<file path="src/rtl/tagged_alu_pkg.sv">
package tagged_alu_pkg;

    typedef enum logic [1:0] {
        OP_ADD      = 2'b00,
        OP_SUB      = 2'b01,
        OP_ADD_TRAP = 2'b10,
        OP_SUB_TRAP = 2'b11
    } tag_op_e;

    typedef struct packed {
        logic n;
        logic z;
        logic v;
        logic c;
    } alu_flags_t;

endpackage

</file>
<file path="src/rtl/tag_check.sv">
module tag_check #(
    parameter int WORD_W = 32,
    parameter int TAG_W  = 2,
    parameter int N_OPS  = 2
) (
    input  logic [N_OPS-1:0][WORD_W-1:0] operands,
    output logic                         fault
);
    logic [N_OPS-1:0] op_dirty;

    genvar gi;
    generate
        for (gi = 0; gi < N_OPS; gi++) begin : g_op
            assign op_dirty[gi] = |operands[gi][TAG_W-1:0];
        end
    endgenerate

    assign fault = |op_dirty;
endmodule

</file>
<file path="src/rtl/addsub_core.sv">
module addsub_core #(
    parameter int WORD_W = 32
) (
    input  logic [WORD_W-1:0] a,
    input  logic [WORD_W-1:0] b,
    input  logic              sub,
    output logic [WORD_W-1:0] sum,
    output logic              carry,
    output logic              ovf
);
    localparam int MSB = WORD_W - 1;

    logic [WORD_W-1:0] b_eff;
    logic [WORD_W:0]   wide;

    always_comb begin
        b_eff = sub ? ~b : b;
        wide  = {1'b0, a} + {1'b0, b_eff} + {{WORD_W{1'b0}}, sub};
        sum   = wide[WORD_W-1:0];
        carry = wide[WORD_W];
        ovf   = (a[MSB] == b_eff[MSB]) && (wide[MSB] != a[MSB]);
    end
endmodule

</file>
<file path="src/rtl/tagged_alu.sv">
module tagged_alu
    import tagged_alu_pkg::*;
#(
    parameter int WORD_W = 32,
    parameter int TAG_W  = 2
) (
    input  logic              clk,
    input  logic              rst_n,
    input  logic              in_valid,
    input  logic [1:0]        in_op,
    input  logic [WORD_W-1:0] in_a,
    input  logic [WORD_W-1:0] in_b,
    output logic              out_valid,
    output logic [WORD_W-1:0] out_result,
    output logic [3:0]        out_flags,
    output logic              out_wr_en,
    output logic              out_trap
);
    localparam int MSB = WORD_W - 1;

    typedef struct packed {
        logic              valid;
        logic              wr;
        logic              trap;
        logic [WORD_W-1:0] result;
        alu_flags_t        flags;
    } out_state_t;

    out_state_t st_d, st_q;

    logic [WORD_W-1:0] sum;
    logic              carry;
    logic              arith_ovf;
    logic              tag_fault;
    tag_op_e           op;

    assign op = tag_op_e'(in_op);

    tag_check #(.WORD_W(WORD_W), .TAG_W(TAG_W), .N_OPS(2)) i_tag_check (
        .operands ({in_a, in_b}),
        .fault    (tag_fault)
    );

    addsub_core #(.WORD_W(WORD_W)) i_addsub_core (
        .a     (in_a),
        .b     (in_b),
        .sub   (op == OP_SUB || op == OP_SUB_TRAP),
        .sum   (sum),
        .carry (carry),
        .ovf   (arith_ovf)
    );

    always_comb begin
        logic problem;
        logic trapping;
        st_d       = st_q;
        st_d.valid = in_valid;
        st_d.wr    = 1'b0;
        st_d.trap  = 1'b0;
        problem    = tag_fault | arith_ovf;
        trapping   = (op == OP_ADD_TRAP) || (op == OP_SUB_TRAP);
        if (in_valid) begin
            if (trapping && problem) begin
                st_d.trap = 1'b1;
            end else begin
                st_d.wr      = 1'b1;
                st_d.result  = sum;
                st_d.flags.n = sum[MSB];
                st_d.flags.z = (sum == '0);
                st_d.flags.v = problem;
                st_d.flags.c = carry;
            end
        end
    end

    always_ff @(posedge clk or negedge rst_n) begin
        if (!rst_n) st_q <= '0;
        else        st_q <= st_d;
    end

    assign out_valid  = st_q.valid;
    assign out_wr_en  = st_q.wr;
    assign out_trap   = st_q.trap;
    assign out_result = st_q.result;
    assign out_flags  = st_q.flags;


    valid_follow_chk: assert property (@(posedge clk) disable iff (!rst_n)
        $past(in_valid) |-> out_valid);


    idle_quiet_chk: assert property (@(posedge clk) disable iff (!rst_n)
        !$past(in_valid) |-> (!out_valid && !out_wr_en && !out_trap
                              && $stable(out_result) && $stable(out_flags)));


    trap_blocks_write_chk: assert property (@(posedge clk) disable iff (!rst_n)
        out_trap |-> (!out_wr_en && $stable(out_result) && $stable(out_flags)));


    quiet_never_traps_chk: assert property (@(posedge clk) disable iff (!rst_n)
        ($past(in_valid) && !$past(in_op[1])) |-> (!out_trap && out_wr_en));


    clean_trap_op_v_chk: assert property (@(posedge clk) disable iff (!rst_n)
        ($past(in_valid) && $past(in_op[1]) && out_wr_en) |-> !out_flags[1]);


    zero_flag_chk: assert property (@(posedge clk) disable iff (!rst_n)
        out_wr_en |-> (out_flags[2] == (out_result == '0)));
endmodule

</file>
<file path="config.mk">
export PLATFORM = sky130hd
export DESIGN_NAME = tagged_alu
export DESIGN_NICKNAME = d
export VERILOG_FILES = /design/src/rtl/tagged_alu_pkg.sv /design/src/rtl/tag_check.sv /design/src/rtl/addsub_core.sv /design/src/rtl/tagged_alu.sv
export SDC_FILE = /design/constraint.sdc
export NUM_CORES = 1
export LEC_CHECK = 0
export BUFFER_PORTS_ARGS = -buffer_cell sky130_fd_sc_hd__buf_2
export CORE_UTILIZATION = 28
export DETAILED_ROUTE_END_ITERATION = 10
export RECOVER_POWER = 25
export SLEW_MARGIN = 40
export SYNTH_ARGS = -nofsm -noshare
export SYNTH_HDL_FRONTEND = slang
export SYNTH_SLANG_ARGS = --single-unit
</file>
<file path="constraint.sdc">
create_clock -name clk -period 0.81 [get_ports clk]
set_input_delay 0.162 -clock clk [delete_from_list [all_inputs] [get_ports clk]]
set_output_delay 0.162 -clock clk [all_outputs]
set_load 0.01 [all_outputs]
</file>
==> results.json, run 1 <==
{
  "status": "finished, violations left",
  "violations": "negative setup slack",
  "track_usage_pct": 19.6,
  "area_growth_pct": 83.8,
  "antenna_left": 0,
  "cp_top_family": "compound AO/OA/AOI/OAI gates",
  "cp_cell_sequence": "buf_12 -> mux2_4 -> fa_2 -> a21o_1 -> a221o_2 -> a211o_1 -> o21ai_2 -> buf_4 -> mux2i_1 -> o41ai_1 -> nor4_1 -> nand4_1 -> nand2_1",
  "drtIter0Drc": 183,
  "synth_seq_area_share_pct": 24.4,
  "layout_common_cells": "201 x buf_4, 101 x buf_2, 54 x nand2_1",
  "dr.pass1.iters": 4,
  "rr_startpoint": "out_result[11]",
  "setup_ws_ps": -2000,
  "grt_max_degree": 30,
  "viasPerCell": 4.96,
  "grt_pass1_vias": 4700,
  "antenna_found_initial": 0,
  "dieArea_um2": 14400,
  "port_buffers": 107,
  "syn_inst": 469,
  "final.setup_skew_ps": 0,
  "ys.flop_type": "dfrtp_1",
  "antennaDiodeCount": 0,
  "max-slew-margin-rel_pct": 63.1,
  "max-vdd-ir-drop_mv": 1.00,
  "reg2reg_to": "out_result[11]",
  "die_y_um": 120,
  "synthAdderAreaFrac_pct": 11.4,
  "synth_edf_count": 0,
  "final_common_cell": "buf_4",
  "worst-path-buf-inv": 2,
  "synth_top_family_by_area": "compound AO/OA/AOI/OAI gates",
  "worstMarginPinSlew_ps": 540,
  "post-route-min-period_ps": 2810,
  "syn_nets": 573,
  "setup_violations": 76,
  "synth_compound_area_share_pct": 26.5,
  "grt_overflow": 0,
  "hold_viol": 0,
  "syn_area_um2": 3900,
  "core_um2": 13400,
  "cp-end-kind": "flop",
  "clk_pin_slew_worst_paths_ps": 60,
  "whs_path_depth": 2,
  "path_class": "input port to flop",
  "cts.sinks": 38,
  "start_util_pct": 29.1,
  "die_x_um": 120,
  "cts_tree": "yes",
  "worstSkewPairLatency_ps": 280,
  "slowest_stage": "o41ai_1",
  "min_period_over_period_pct": 347,
  "grt_pass1_wl_um": 22800,
  "ios": 108,
  "gp_congestion": 0.840,
  "min_to": "out_valid",
  "power_density_nw_per_um2": 1980,
  "numCtsBuffers": 5,
  "wl_per_cell_um": 14.9,
  "hpwl_um": 11000,
  "drive_gt1_share_pct": 54.9,
  "ys_types": 68,
  "ys_warn_count": 0,
  "yosys.area_share.simple_pct": 19.0,
  "routed_wl_um": 14500,
  "slew_violations": 0,
  "async_flop_share_pct": 100,
  "arrival_ps": 2980,
  "cts_buffer_depth": 2,
  "rsz0062_at_grt": "yes",
  "whs_ps": 175,
  "synth-xor-area-share_pct": 11.4,
  "power_w": 0.0142,
  "cts-root-buf": "clkbuf_16",
  "ys_seq_elements": 38,
  "path_max_fanout": 5,
  "fmax_mhz": 356,
  "hp-start": "in_valid",
  "rrSetupSlack_ps": -110,
  "startpoint_type": "input port",
  "worstRegToRegCells": 2,
  "syn_area_per_cell_um2": 8.32,
  "critPathMaxStageDelay_ps": 490,
  "synth_mux_area_share_pct": 3.72,
  "remaining_drc_errors": 0,
  "vias": 4829,
  "cap_violations": 0,
  "hold_class": "input port to flop",
  "fin_nets": 901,
  "total_leakage_power_nw": 3.59,
  "rows": 42,
  "critPathRequiredTime_ps": 980,
  "cts_max_level": 2
}
[synthesized netlist by cell type, types with 5 or more instances]
cell,number,share of area (%)
o21a_1,8,1.5
or3_1,6,0.96
nor2_1,18,1.7
dfrtp_1,38,24
and2_1,6,0.96
nand2_1,75,7.2
and4_1,5,1.1
a21oi_1,36,4.6
inv_1,10,0.96
nand4_1,5,0.80
o21bai_1,8,1.5
o31ai_1,5,0.96
o21ai_0,21,2.7
clkbuf_1,7,0.67
and3_1,6,0.96
mux2_1,11,3.2
nor4_1,6,0.96
ha_1,34,11
nand3_1,9,1.2
a21o_1,7,1.3
xnor2_1,13,2.9
o211ai_1,8,1.5
xor2_1,38,8.5
nor3_1,10,1.3
a211oi_1,6,1.2
[worst max path at each step]
stage | to | start | cells after the start | slack [ps]
2_1_floorplan | out_flags[2] | in_op[0] | 14 | -2270
3_3_place_gp | out_flags[2] | in_op[0] | 13 | -2400
3_5_place_dp | out_flags[2] | in_op[0] | 13 | -2490
4_1_cts | out_result[21] | in_op[0] | 15 | -2010
5_1_grt | out_flags[2] | in_op[0] | 14 | -2160
6_report | out_flags[2] | in_op[0] | 13 | -2000
[final cells by class]
cell class | instances | area (um^2)
fill | 1199 | 6230
timing repair buffer | 336 | 2480
tap | 176 | 220
timing repair inverter | 3 | 31.3
clock inverter | 3 | 45.0
sequential | 38 | 951
multi-input combinational | 402 | 3260
clock buffer | 5 | 125
inverter | 11 | 48.8
[power by group]
part | leakage (nW) | internal, W | total, W | switching [W]
Clock | 0.0760 | 0.00145 | 0.00223 | 0.000783
Combinational | 3.05 | 0.00488 | 0.00904 | 0.00416
Sequential | 0.462 | 0.00252 | 0.00291 | 0.000396
Total | 3.59 | 0.00885 | 0.0142 | 0.00533
[registers in the layout (all words and copies together), names as in the netlist]
| register | count |
|---|---|
| out_wr_en | 1 |
| out_result | 32 |
| out_flags | 3 |
| out_valid | 1 |
| out_trap | 1 |
[stage by stage]
step | TNS (ps) | setup slack [ps] | std cells | area, um^2 | util (%)
finish | -76480 | -2000 | 974 | 7170 | 53.5
global route | -81420 | -2160 | 974 | 7170 | 53.5
CTS | -77880 | -2010 | 955 | 6780 | 50.6
detailed placement | -88180 | -2490 | 898 | 5880 | 43.8
global placement | -85900 | -2400 | 898 | 5880 | 43.8
floorplan | -78470 | -2270 | 469 | 4000 | -
[per-layer routing]
| layer | up-vias | track usage (%) | share of wire (%) |
|---|---|---|---|
| met5 | - | 0 | 0 |
| met4 | 0 | 4.53 | 1.6 |
| met3 | 17 | 0.760 | 3.5 |
| met2 | 128 | 32.8 | 48 |
| met1 | 2295 | 27.7 | 47 |
| li1 | 2389 | - | - |
[kinds of logic (layout without fill, tap and decap cells)]
kind of cell               Yosys count  count (layout)
and+or+nand+nor                    154             154
xor gates and xnor gates            51              51
AOI/OAI and AO/OA                  149             149
muxes                               13              13
buffers and inverters               29             358
adders and majority gates           35              35
DFF                                 38              38
[repair_timing]
action,CTS,global route
hold buffers,1,0
cloned,7,0
gates resized for setup,80,59
setup buffers,42,21
setup endpoints to repair,76,76
hold endpoints to repair,9,0
pin swaps,33,28
No activity file was read; power rests on OpenSTA's default activity.
==> inputs of run 2 (changes only) <==
- CORE_ASPECT_RATIO: default -> 1.75
- CORE_UTILIZATION: 28 -> 40
- CTS_BUF_LIST: default -> sky130_fd_sc_hd__clkbuf_4 sky130_fd_sc_hd__clkbuf_8
==> results.json, run 2 (synthesis gave the netlist of run 1 again) <==
{
  "status": "finished, violations left",
  "violations": "negative setup slack",
  "antenna_left": 0,
  "total_leakage_power_nw": 3.36,
  "rows": 47,
  "p_sw_share_pct": 39.4,
  "rsz0062_at_grt": "yes",
  "dr.pass1.iters": 4,
  "worstRegToRegCells": 3,
  "post-route-min-period_ps": 2900,
  "vias": 4763,
  "cts.sinks": 38,
  "grt_pass1_vias": 4925,
  "combPwrFrac_pct": 67.1,
  "hpwl_um": 11100,
  "hold_viol": 0,
  "gp_congestion": 0.915,
  "numCtsBuffers": 5,
  "hp-start": "in_valid",
  "arrival_ps": 3140,
  "critPathRequiredTime_ps": 1050,
  "drive_gt1_share_pct": 52.1,
  "viasPerCell": 5.35,
  "dieArea_um2": 10200,
  "setup_ws_ps": -2090,
  "power_w": 0.0127,
  "setup_violations": 76,
  "whs_path_depth": 1,
  "remaining_drc_errors": 0,
  "cts_max_level": 2,
  "grt_overflow": 0,
  "area_growth_pct": 72.6,
  "wl_per_cell_um": 15.9,
  "switching_power_w": 0.00502,
  "path_max_fanout": 5,
  "rr_startpoint": "out_result[19]",
  "grt_pass1_wl_um": 22400,
  "track_usage_pct": 27.7,
  "hold_class": "input port to flop",
  "min_period_over_period_pct": 358,
  "core_um2": 9470,
  "cap_violations": 0,
  "start_util_pct": 41.2,
  "worstSkewPairLatency_ps": 300,
  "reg2reg_to": "out_result[19]",
  "slew_violations": 0,
  "fin_area_um2": 6740,
  "max-vdd-ir-drop_mv": 1.52,
  "die_y_um": 133,
  "cts_buffer_depth": 2,
  "final_common_cell": "buf_4",
  "slowest_stage": "a221o_2",
  "grt_max_degree": 39,
  "port_buffers": 107,
  "cp_cell_sequence": "buf_6 -> mux2_4 -> fa_2 -> a21o_1 -> a221o_2 -> a211oi_4 -> o211ai_1 -> buf_4 -> a31oi_1 -> xnor2_1 -> nor4_1 -> nand4_1 -> nand2_1",
  "rrSetupSlack_ps": -140,
  "fin_nets": 873,
  "p_int_w": 0.00771,
  "clkPwrFrac_pct": 10.2,
  "clk_pin_slew_worst_paths_ps": 70,
  "seqPwrFrac_pct": 22.6,
  "cp-end-kind": "flop",
  "largest_reg_flops": 32,
  "antenna_found_initial": 0,
  "max-slew-margin-rel_pct": 63.4,
  "fmax_mhz": 345,
  "path_class": "input port to flop",
  "power_density_nw_per_um2": 1890,
  "cts_tree": "yes",
  "final.setup_skew_ps": 0,
  "die_x_um": 76.7,
  "ios": 108,
  "min_to": "out_valid",
  "routed_wl_um": 14200,
  "antennaDiodeCount": 0,
  "startpoint_type": "input port",
  "critPathMaxStageDelay_ps": 420,
  "worstMarginPinSlew_ps": 543,
  "drtIter0Drc": 146,
  "layout_common_cells": "187 x buf_4, 100 x buf_2, 59 x nand2_1",
  "place_area_um2": 5740,
  "cts-root-buf": "clkbuf_8"
}
==> run 2: worst max-delay path by stage <==
| stage | from | to | slack (ps) | depth (start not counted) |
|---|---|---|---|---|
| final | in_b[0] | out_flags[2] | -2090 | 13 |
| after global routing | in_b[0] | out_flags[2] | -2160 | 12 |
| after CTS | in_b[0] | out_flags[2] | -2110 | 12 |
| after detailed placement | in_op[0] | out_flags[2] | -2760 | 15 |
| after global placement | in_op[0] | out_flags[2] | -2720 | 15 |
| after floorplan | in_op[0] | out_flags[2] | -2270 | 14 |
==> run 2: area by class of cell <==
cell class / count / area [um^2]
inverters: 11 / 48.8
flip-flops and latches: 38 / 951
well taps: 122 / 153
clock buffers: 6 / 82.6
fillers: 745 / 2730
repair buffers: 310 / 2230
repair inverters: 1 / 11.3
multi-input cells: 402 / 3260
==> run 2: worst max-delay path: cells and delay by family <==
kind | cells | cell delay [ps]
compound gates | 5 | 1250
simple gates | 3 | 570
fa+ha+maj | 1 | 390
mux | 1 | 300
buf+inv | 2 | 270
xor+xnor | 1 | 200
==> run 2: timing repair <==
item                                   CTS  global route
hold buffers                             1             0
endpoints found under the hold margin   38             0
gates cloned                             3             0
setup endpoints to repair               76            76
buffers inserted                        31            18
gates resized for setup                 79            37
pin swaps                               25            12
==> run 2: metal layers <==
layer	wire, um	vias to the layer above	track usage (%)
met1	4880	2284	25.7
li1	-	2334	-
met3	323	39	3.31
met2	8360	106	57.4
met4	627	0	13.1
met5	0	-	0
==> run 2: stage by stage <==
step	hold WS, ps	TNS [ps]	worst slack (ps)	util [%]	std cells
global route	72.0	-85000	-2160	71.1	890
CTS	40.6	-80920	-2110	67.9	873
global placement	139	-90680	-2720	60.6	835
finish	71.1	-80910	-2090	71.1	890
detailed placement	150	-94500	-2760	60.6	835
floorplan	-134	-78470	-2270	-	469
==> run 2: power groups by stage <==
stage | combinational, W | clock (W) | sequential [W]
2_1_floorplan | 0.00311 | 0 | 0.00314
3_3_place_gp | 0.00660 | 0 | 0.00290
3_5_place_dp | 0.00672 | 0 | 0.00291
4_1_cts | 0.00790 | 0.00130 | 0.00286
5_1_grt | 0.00918 | 0.00140 | 0.00294
6_report | 0.00855 | 0.00130 | 0.00288
==> inputs of run 3 (changes only) <==
- clock period: 0.81 -> 3.14 ns (I/O delays scaled with it)
==> results.json, run 3 (synthesis gave the netlist of run 1 again) <==
{
  "cp_cell_sequence": "buf_12 -> mux2_4 -> fa_2 -> a21o_1 -> a221o_2 -> buf_6 -> a211oi_4 -> buf_4 -> o211ai_1 -> a41oi_2 -> xnor2_2 -> a2111oi_4 -> nand4_1 -> nand2_1",
  "slew_violations": 39,
  "final_common_cell": "buf_4",
  "cp_top_family": "compound AO/OA/AOI/OAI gates",
  "reg2reg_to": "out_result[28]",
  "die_x_um": 76.7,
  "worstMarginPinSlew_ps": 2000,
  "area_growth_pct": 63.7,
  "port_buffers": 107,
  "remaining_drc_errors": 0,
  "numCtsBuffers": 5,
  "cap_violations": 1,
  "power_density_nw_per_um2": 505,
  "antenna_found_initial": 0,
  "power_w": 0.00322,
  "hpwl_um": 11200,
  "rr_startpoint": "out_result[28]",
  "hold_class": "flop to flop",
  "place_area_um2": 5660,
  "vias": 4615,
  "fill_cells": 844,
  "layout_common_cells": "156 x buf_4, 103 x buf_2, 74 x nand2_1",
  "core_um2": 9470,
  "drtIter0Drc": 197,
  "fin_nets": 843,
  "start_util_pct": 41.2,
  "hp-start": "out_result[2]",
  "post-route-min-period_ps": 3450,
  "min_period_over_period_pct": 110,
  "path_class": "input port to flop",
  "cts_tree": "yes",
  "final.setup_skew_ps": 0,
  "grt_max_degree": 39,
  "min_to": "out_result[2]",
  "drive_gt1_share_pct": 46.9,
  "dr.pass1.iters": 4,
  "grt_pass1_wl_um": 22000,
  "dieArea_um2": 10200,
  "rrSetupSlack_ps": 2280,
  "clk_pin_slew_worst_paths_ps": 80,
  "setup_ws_ps": -311,
  "cts_buffer_depth": 2,
  "path_max_fanout": 5,
  "worstSkewPairLatency_ps": 290,
  "arrival_ps": 3680,
  "wl_per_cell_um": 16.4,
  "worst-path-buf-inv": 3,
  "rows": 47,
  "gp_congestion": 0.897,
  "fin_area_um2": 6390,
  "antennaDiodeCount": 0,
  "cts_max_level": 2,
  "cts.sinks": 38,
  "track_usage_pct": 27.4,
  "final_util_pct": 67.5,
  "startpoint_type": "input port",
  "hold_viol": 0,
  "rsz0062_at_grt": "yes",
  "status": "finished, violations left",
  "cp-end-kind": "flop",
  "setup_violations": 33,
  "whs_ps": 478,
  "critPathRequiredTime_ps": 3370,
  "whs_path_depth": 2,
  "total_leakage_power_nw": 3.20,
  "largest_reg_flops": 32,
  "critPathMaxStageDelay_ps": 410,
  "antenna_left": 0,
  "die_y_um": 133,
  "violations": "max-capacitance violations, max-slew violations, negative setup slack",
  "fmax_mhz": 290,
  "worstRegToRegCells": 2,
  "regArea_um2": 951,
  "slowest_stage": "a221o_2",
  "grt_overflow": 0,
  "multi_input_area_um2": 3120,
  "cts_hold_buffers": 0,
  "routed_wl_um": 14100,
  "grt_pass1_vias": 4732,
  "max-vdd-ir-drop_mv": 0.410,
  "viasPerCell": 5.35,
  "ios": 108,
  "cts-root-buf": "clkbuf_8",
  "max-slew-margin-rel_pct": -33.2
}
run 3: what timing repair did:
item                       CTS  global route
buffers inserted            16            11
resized for setup           57            26
gates cloned                 3             0
pin swaps                   28            20
setup endpoints to repair   37            36
run 3: how the worst max path moves through the flow:
stage | startpoint | to | slack (ps) | depth (start not counted)
3_3_place_gp | in_op[0] | out_flags[2] | -590 | 13
6_report | in_op[0] | out_flags[2] | -310 | 14
2_1_floorplan | in_op[0] | out_flags[2] | -400 | 14
4_1_cts | in_b[0] | out_flags[2] | -210 | 12
5_1_grt | in_op[0] | out_flags[2] | -450 | 14
3_5_place_dp | in_op[0] | out_flags[2] | -620 | 12
run 3: worst min-delay path: stages (launching register included):
cell and delay [ps]:
dfrtp_1 340, nand2_1 50, nand2_1 50
run 3: routing by layer:
metal,global-route usage [%],up-vias,wire length [um]
met2,57.3,107,8410
met1,25.8,2192,4820
met5,0,-,0
met3,2.83,38,326
li1,-,2278,-
met4,11.6,0,548
run 3: final cells by class:
type                    count  area share, %
multi-input cells         402           48.8
repair buffers            280           30.8
flip-flops and latches     38           14.9
well taps                 122           2.39
clock buffers               5           1.08
clock inverters             3           1.08
inverters                  11          0.764
repair inverters            1          0.176
run 3: report_power, final:
group	leakage, nW	internal (W)	switching (W)	total (W)
sequential	0.462	0.000648	0.000101	0.000750
combinational	2.67	0.00101	0.000961	0.00197
clock	0.0683	0.000318	0.000187	0.000505
run 3: through the flow:
stage | std cells | setup WS [ps] | setup TNS [ps]
global placement | 828 | -595 | -16090
floorplan | 469 | -403 | -9710
global route | 862 | -448 | -8060
CTS | 853 | -213 | -1160
detailed placement | 828 | -619 | -18240
finish | 862 | -311 | -4620
